==> src/rtl/gpio_ctrl_pkg.sv <==
package gpio_ctrl_pkg;

    localparam int NUM_BANKS  = 4;
    localparam int BANK_IDX_W = $clog2(NUM_BANKS);
    localparam int REG_W      = 32;
    localparam int HALF_W     = REG_W / 2;
    localparam int ADDR_W     = 12;

    // Width of each bank; bank 1 is the short one.
    function automatic int bank_width(input int b);
        return (b == 1) ? 22 : 32;
    endfunction

    // First global pin number of a bank.
    function automatic int bank_base(input int b);
        int s;
        s = 0;
        for (int i = 0; i < b; i++) s += bank_width(i);
        return s;
    endfunction

    // Direction bits that are fixed to output.
    function automatic logic [REG_W-1:0] forced_out(input int b);
        return (b == 0) ? 32'h0000_0180 : 32'h0;
    endfunction

    localparam int TOTAL_PINS = bank_base(NUM_BANKS);

    typedef enum logic [3:0] {
        RS_NONE, RS_DATA_LO, RS_DATA_HI, RS_LEVEL, RS_DIR, RS_OE,
        RS_IMASK, RS_IEN, RS_IDIS, RS_ISTS, RS_ITYPE, RS_IPOL, RS_IANY
    } reg_sel_e;

endpackage

==> src/rtl/gpio_addr_dec.sv <==
module gpio_addr_dec
    import gpio_ctrl_pkg::*;
(
    input  logic [ADDR_W-1:0]     addr,
    output reg_sel_e              sel,
    output logic [BANK_IDX_W-1:0] bank
);
    always_comb begin
        sel  = RS_NONE;
        bank = '0;
        if (addr[ADDR_W-1:5] == '0 && addr[1:0] == 2'b00) begin
            bank = addr[3 +: BANK_IDX_W];
            sel  = addr[2] ? RS_DATA_HI : RS_DATA_LO;
        end else if (addr[ADDR_W-1:4] == 8'h06 && addr[1:0] == 2'b00) begin
            bank = addr[2 +: BANK_IDX_W];
            sel  = RS_LEVEL;
        end else if (addr[ADDR_W-1:8] == 4'h2) begin
            bank = addr[6 +: BANK_IDX_W];
            unique case (addr[5:0])
                6'h04:   sel = RS_DIR;
                6'h08:   sel = RS_OE;
                6'h0C:   sel = RS_IMASK;
                6'h10:   sel = RS_IEN;
                6'h14:   sel = RS_IDIS;
                6'h18:   sel = RS_ISTS;
                6'h1C:   sel = RS_ITYPE;
                6'h20:   sel = RS_IPOL;
                6'h24:   sel = RS_IANY;
                default: sel = RS_NONE;
            endcase
        end
    end
endmodule

==> src/rtl/gpio_irq_unit.sv <==
module gpio_irq_unit #(
    parameter int REG_W = 32,
    parameter logic [REG_W-1:0] VALID = '1
) (
    input  logic             clk,
    input  logic             rst_n,
    input  logic [REG_W-1:0] level,
    input  logic [REG_W-1:0] itype,
    input  logic [REG_W-1:0] ipol,
    input  logic [REG_W-1:0] iany,
    input  logic [REG_W-1:0] clr,
    output logic [REG_W-1:0] status
);
    logic [REG_W-1:0] prev_q, sticky_q;
    logic [REG_W-1:0] rise, fall, edge_hit, lvl_hit;

    always_comb begin
        rise     = level & ~prev_q;
        fall     = ~level & prev_q;
        edge_hit = itype & ((iany & (rise | fall)) |
                            (~iany & ipol & rise) |
                            (~iany & ~ipol & fall));
        lvl_hit  = ~itype & ~(level ^ ipol);
        status   = ((sticky_q & itype) | lvl_hit) & VALID;
    end

    // A new event wins over a clear in the same cycle.
    always_ff @(posedge clk or negedge rst_n) begin
        if (!rst_n) begin
            prev_q   <= '0;
            sticky_q <= '0;
        end else begin
            prev_q   <= level;
            sticky_q <= ((sticky_q & ~clr) | edge_hit) & VALID;
        end
    end
endmodule

==> src/rtl/gpio_bank.sv <==
module gpio_bank
    import gpio_ctrl_pkg::*;
#(
    parameter int WIDTH = 32,
    parameter logic [REG_W-1:0] FORCE_OUT = '0
) (
    input  logic             clk,
    input  logic             rst_n,
    input  logic             wr_en,
    input  reg_sel_e         sel,
    input  logic [REG_W-1:0] wdata,
    input  logic [WIDTH-1:0] pin_in,
    output logic [WIDTH-1:0] pin_out,
    output logic [WIDTH-1:0] pin_oe,
    output logic [REG_W-1:0] rdata,
    output logic             irq
);
    localparam logic [REG_W-1:0] VALID = REG_W'((64'd1 << WIDTH) - 64'd1);

    logic [REG_W-1:0] out_q, dir_q, oe_q, mask_q, type_q, pol_q, any_q, level_q;
    logic [REG_W-1:0] pin_ext, out_nx, status, clr, drive;
    logic [HALF_W-1:0] half_new_lo, half_new_hi;

    always_comb begin
        pin_ext = '0;
        pin_ext[WIDTH-1:0] = pin_in;
    end

    // Masked half-word merge: a 0 mask bit lets the data bit through.
    always_comb begin
        half_new_lo = (out_q[HALF_W-1:0] & wdata[REG_W-1:HALF_W]) |
                      (wdata[HALF_W-1:0] & ~wdata[REG_W-1:HALF_W]);
        half_new_hi = (out_q[REG_W-1:HALF_W] & wdata[REG_W-1:HALF_W]) |
                      (wdata[HALF_W-1:0] & ~wdata[REG_W-1:HALF_W]);
        out_nx = out_q;
        if (wr_en && sel == RS_DATA_LO) out_nx[HALF_W-1:0]     = half_new_lo;
        if (wr_en && sel == RS_DATA_HI) out_nx[REG_W-1:HALF_W] = half_new_hi;
    end

    always_ff @(posedge clk or negedge rst_n) begin
        if (!rst_n) begin
            out_q   <= '0;
            dir_q   <= FORCE_OUT & VALID;
            oe_q    <= '0;
            mask_q  <= VALID;
            type_q  <= '0;
            pol_q   <= '0;
            any_q   <= '0;
            level_q <= '0;
        end else begin
            level_q <= pin_ext;
            out_q   <= out_nx & VALID;
            if (wr_en) begin
                unique case (sel)
                    RS_DIR:   dir_q  <= (wdata | FORCE_OUT) & VALID;
                    RS_OE:    oe_q   <= wdata & VALID;
                    RS_IEN:   mask_q <= mask_q & ~wdata;
                    RS_IDIS:  mask_q <= (mask_q | wdata) & VALID;
                    RS_ITYPE: type_q <= wdata & VALID;
                    RS_IPOL:  pol_q  <= wdata & VALID;
                    RS_IANY:  any_q  <= wdata & VALID;
                    default:  ;
                endcase
            end
        end
    end

    assign clr = (wr_en && sel == RS_ISTS) ? wdata : '0;

    gpio_irq_unit #(.REG_W(REG_W), .VALID(VALID)) u_irq (
        .clk    (clk),
        .rst_n  (rst_n),
        .level  (level_q),
        .itype  (type_q),
        .ipol   (pol_q),
        .iany   (any_q),
        .clr    (clr),
        .status (status)
    );

    always_comb begin
        unique case (sel)
            RS_LEVEL: rdata = level_q;
            RS_DIR:   rdata = dir_q;
            RS_OE:    rdata = oe_q;
            RS_IMASK: rdata = mask_q;
            RS_ISTS:  rdata = status;
            RS_ITYPE: rdata = type_q;
            RS_IPOL:  rdata = pol_q;
            RS_IANY:  rdata = any_q;
            default:  rdata = '0;
        endcase
    end

    assign drive   = dir_q & oe_q;
    assign pin_oe  = drive[WIDTH-1:0];
    assign pin_out = out_q[WIDTH-1:0] & drive[WIDTH-1:0];
    assign irq     = |(status & ~mask_q);
endmodule

==> src/rtl/gpio_bank_ctrl.sv <==
module gpio_bank_ctrl
    import gpio_ctrl_pkg::*;
#(
    parameter int AW   = ADDR_W,
    parameter int DW   = REG_W,
    parameter int PINS = TOTAL_PINS
) (
    input  logic            clk,
    input  logic            rst_n,
    input  logic            bus_en,
    input  logic            bus_we,
    input  logic [AW-1:0]   bus_addr,
    input  logic [DW-1:0]   bus_wdata,
    output logic [DW-1:0]   bus_rdata,
    input  logic [PINS-1:0] pin_in,
    output logic [PINS-1:0] pin_out,
    output logic [PINS-1:0] pin_oe,
    output logic            irq
);
    reg_sel_e              dec_sel;
    logic [BANK_IDX_W-1:0] dec_bank;
    logic [DW-1:0]         bank_rdata [NUM_BANKS];
    logic [NUM_BANKS-1:0]  bank_irq;

    gpio_addr_dec u_dec (
        .addr (bus_addr),
        .sel  (dec_sel),
        .bank (dec_bank)
    );

    for (genvar g = 0; g < NUM_BANKS; g++) begin : g_bank
        localparam int W = bank_width(g);
        localparam int B = bank_base(g);
        gpio_bank #(.WIDTH(W), .FORCE_OUT(forced_out(g))) u_bank (
            .clk     (clk),
            .rst_n   (rst_n),
            .wr_en   (bus_en && bus_we && dec_bank == BANK_IDX_W'(g)),
            .sel     (dec_sel),
            .wdata   (bus_wdata),
            .pin_in  (pin_in[B +: W]),
            .pin_out (pin_out[B +: W]),
            .pin_oe  (pin_oe[B +: W]),
            .rdata   (bank_rdata[g]),
            .irq     (bank_irq[g])
        );
    end

    assign bus_rdata = bank_rdata[dec_bank];
    assign irq       = |bank_irq;
endmodule

==> config.mk <==
export PLATFORM = sky130hd
export DESIGN_NAME = gpio_bank_ctrl
export DESIGN_NICKNAME = d
export VERILOG_FILES = /design/src/rtl/gpio_ctrl_pkg.sv /design/src/rtl/gpio_addr_dec.sv /design/src/rtl/gpio_irq_unit.sv /design/src/rtl/gpio_bank.sv /design/src/rtl/gpio_bank_ctrl.sv
export SDC_FILE = /design/constraint.sdc
export NUM_CORES = 2
export LEC_CHECK = 0
export BUFFER_PORTS_ARGS = -buffer_cell sky130_fd_sc_hd__buf_2
export CORE_ASPECT_RATIO = 1.2
export CORE_UTILIZATION = 45
export CTS_CLUSTER_SIZE = 16
export DETAILED_ROUTE_END_ITERATION = 8
export HOLD_SLACK_MARGIN = 0.03
export PLACE_DENSITY_LB_ADDON = 0.05
export SYNTH_ARGS = -nofsm -noshare
export SYNTH_HDL_FRONTEND = slang
export SYNTH_SLANG_ARGS = --single-unit
export TNS_END_PERCENT = 100
==> constraint.sdc <==
create_clock -name clk -period 3.5 [get_ports clk]
set_input_delay 0.175 -clock clk [delete_from_list [all_inputs] [get_ports clk]]
set_output_delay 0.175 -clock clk [all_outputs]
set_load 0.02 [all_outputs]
==> run_results.csv <==
group,metric,value,unit
synth,synth_fp_nets,5906,
timing,period_share,1.13,
place,port_buffers,434,
synth,synth_cell_type_count,81,
worst_setup_path,arrival,3770,ps
power,power.density,413,mW/mm^2
die,die-width,337,um
grt,grt_pass1_vias,48190,
synth,ys_seq_area_frac,0.493,
synth,synth_top_area_cell,"dfrtp_1",
synth,synth_xor_area_frac,0.0172,
worst_setup_path,cp_common_cell,"or4_4",
worst_setup_path,cp_slowest_stage_delay,560,ps
route,drtIter0Drc,5851,
min_path,whs_path_depth,2,
cts,htreeDepth,4,
grt,grt_max_degree,112,
synth,muxShareOfSynthArea,0.153,
worst_setup_path,worst_r2r_endpoint,"g_bank[1].u_bank.u_irq.sticky_q[16]$_DFF_PN0_",
worst_setup_path,crit_fanout,5,
synth,avgSynthCellArea,11.0,sq um
die,rows,147,
grt,grt_remaining_overflow,0,
synth,ys_seq_elements,1188,
synth,synthTopCellsByArea,"dfrtp_1 (44%), mux2_2 (13%), dfstp_2 (5.1%), ha_1 (4.9%), nand2_1 (3.0%)",
min_path,min_path_type,"input port to flop",
synth,synth_cells,5504,
route,vias,49930,
synth,synth-main-ff-cell,"dfrtp_1",
cts,clk_pin_slew,60,ps
layout,final_cell_mix,"dfrtp_1 (1064), mux2_2 (716), nand2_1 (473), buf_2 (432), inv_1 (330)",
worst_setup_path,critPathRequiredTime,3320,ps
timing,finalHoldViolations,0,
die,core_area,0.134,sq mm
timing,fmax,0.254,GHz
die,dieArea,0.136,sq mm
timing,fin_crit,3940,ps
synth,synth_top_family_by_area,"multiplexers",
layout,fin_nets,6667,
worst_setup_path,crit_chain,"xor2_1, o21ai_0, a221o_1, or4_4, or4_4, or4_4, buf_6",
worst_setup_path,rr_startpoint,"g_bank[1].u_bank.level_q[16]$_DFF_PN0_",
timing,tightest_slew,1080,ps
cts,insertion_delay,790,ps
layout,post-route-util,0.560,
route,wl_per_cell,30.9,um
layout,final_layout_size_suffix_gt1_frac,0.299,
worst_setup_path,r2r_slack,1860,ps
layout,final_common_cell,"dfrtp_1",
layout,num-fill-cells,11666,
timing,slew_viol_final,0,
cts,clockBufferDepth,3,
synth,async_flop_share,1.00,
worst_setup_path,cp-startpoint,"g_bank[0].u_bank.level_q[6]$_DFF_PN0_",
layout,final_cells,8175,
synth,synth-compound-area-share,0.142,
route,postRouteAntennaNets,0,
timing,rsz0062_at_grt,"yes",
route,viasPerCell,6.11,
worst_setup_path,endpoint_kind,"output port",
timing,setup_violations,2,
die,ioPinCount,435,
worst_setup_path,endpoint,"irq",
timing,fin_skew,19.4,ps
route,firstDrtPassIters,9,
die,start_util,0.454,
cts,cts_root_buf,"clkbuf_16",
timing,postLayoutSetupSlackWorst,-443,ps
worst_setup_path,crit_slowest_cell,"or4_4",
layout,syn_to_final_growth,23.4,%
route,route.detailed.drc,3,
cts,cts_made_buffers,135,
power,leakagePower,37.2,nW
worst_setup_path,r2r_cells,6,
power,ir_drop,477,uV
timing,holdWs,57.4,ps
status,violations,"design-rule violations, negative setup slack",
synth,synthAdderAreaFrac,0.0487,
timing,fin_tns_setup,-546,ps
power,power,30.9,mW
synth,synth_edf_count,0,
worst_setup_path,critPathKind,"flop to output port",
place,place_congestion,0.925,
synth,yosysTopAreaCellShare,0.441,
grt,antenna_found_initial,17,
worst_setup_path,cp-start-kind,"flop",
synth,synthSimpleGateAreaFrac,0.100,
timing,relSlewSlack,0.275,
status,run_status,"complete, but fails checks",
cts,cts_tree,"built",
run,maxCapViolations,0,
synth,syn_area,0.0606,sq mm
cts,numClockSinks,1188,
die,fp.dieH,404,um
place,dpl.cell_count,7659,
synth,yosys_warnings,0,
route,routed_wirelength,253000,um
grt,grt_pass1_wl,357000,um
grt,grt_usage,0.370,
place,place_hpwl,172000,um
[power by group]
| group | leakage (nW) | internal (mW) | total [mW] | switching, mW |
|---|---|---|---|---|
| Clock | 2.30 | 8.89 | 15.0 | 6.13 |
| Combinational | 19.3 | 0.644 | 1.82 | 1.17 |
| Sequential | 15.6 | 13.9 | 14.1 | 0.206 |
| Total | 37.2 | 23.4 | 30.9 | 7.51 |
[how the worst min path moves through the flow]
| stage | from | to | slack [ps] |
|---|---|---|---|
| after floorplan | rst_n | async pin | -120 |
| after global placement | pin_in[62] | g_bank[2].u_bank.level_q[8]$_DFF_PN0_ | 280 |
| after detailed placement | pin_in[22] | g_bank[0].u_bank.level_q[22]$_DFF_PN0_ | 280 |
| after CTS | pin_in[64] | g_bank[2].u_bank.level_q[10]$_DFF_PN0_ | 30 |
| after global routing | pin_in[64] | g_bank[2].u_bank.level_q[10]$_DFF_PN0_ | 60 |
| final | pin_in[64] | g_bank[2].u_bank.level_q[10]$_DFF_PN0_ | 60 |
[critical path: cells and delay by family, from the launching register on]
| family | cells | cell delay [ps] |
|---|---|---|
| simple gates | 3 | 1540 |
| compound gates | 2 | 640 |
| flops | 1 | 440 |
| xor+xnor | 1 | 190 |
| buf+inv | 1 | 170 |
[area by class of cell]
cell class / instances / area [sq um] / share of cell area
multi-input combinational: 3609 / 28500 / 0.381
tap: 1788 / 2240 / 0.0299
inverter: 330 / 1240 / 0.0165
antenna: 10 / 25.0 / 0.000334
clock buffer: 197 / 4060 / 0.0542
sequential: 1188 / 29900 / 0.399
clock inverter: 52 / 613 / 0.00819
timing repair buffer: 1001 / 8310 / 0.111
[stage by stage]
step,worst slack [ps],instance area [sq um]
floorplan,430,60600
global placement,-141,67400
detailed placement,-117,67400
CTS,-454,74700
global route,-442,74800
finish,-443,74900
[metal layers]
layer  part of all wire  wire [um]  GRT usage
met5            0.00015         39          0
met4              0.060      15300      0.199
met3              0.089      22400     0.0786
met2               0.44     112000      0.561
met1               0.41     103000      0.492
[cell families after synthesis]
kind of cell / Yosys count
xor+xnor: 119
fa+ha+maj: 236
flops: 1188
simple gates: 1261
compound gates: 1155
buf+inv: 707
mux: 838
[repair_timing]
action,CTS,global route
endpoints found under the hold margin,389,0
hold buffers,247,0
pin swaps,6,9
gates resized for setup,38,26
buffers inserted,7,3
endpoints found under the setup margin,11,11
[synthesized netlist by cell type (28+ instances only)]
master	count
mux2i_1	108
inv_1	330
a211oi_1	162
mux2_2	716
buf_2	110
o2bb2ai_1	29
clkbuf_1	233
and2_1	131
dfrtp_1	1070
nand3_1	100
buf_1	31
nand2_1	481
a22oi_1	154
and3_1	125
a22o_1	161
ha_1	236
dfstp_2	118
xor2_1	112
a221o_1	37
o31ai_1	28
nor2b_1	121
a222oi_1	70
o21ai_0	144
a21oi_1	179
nor2_1	203
a221oi_1	38
(Power assumes the default switching activity.)
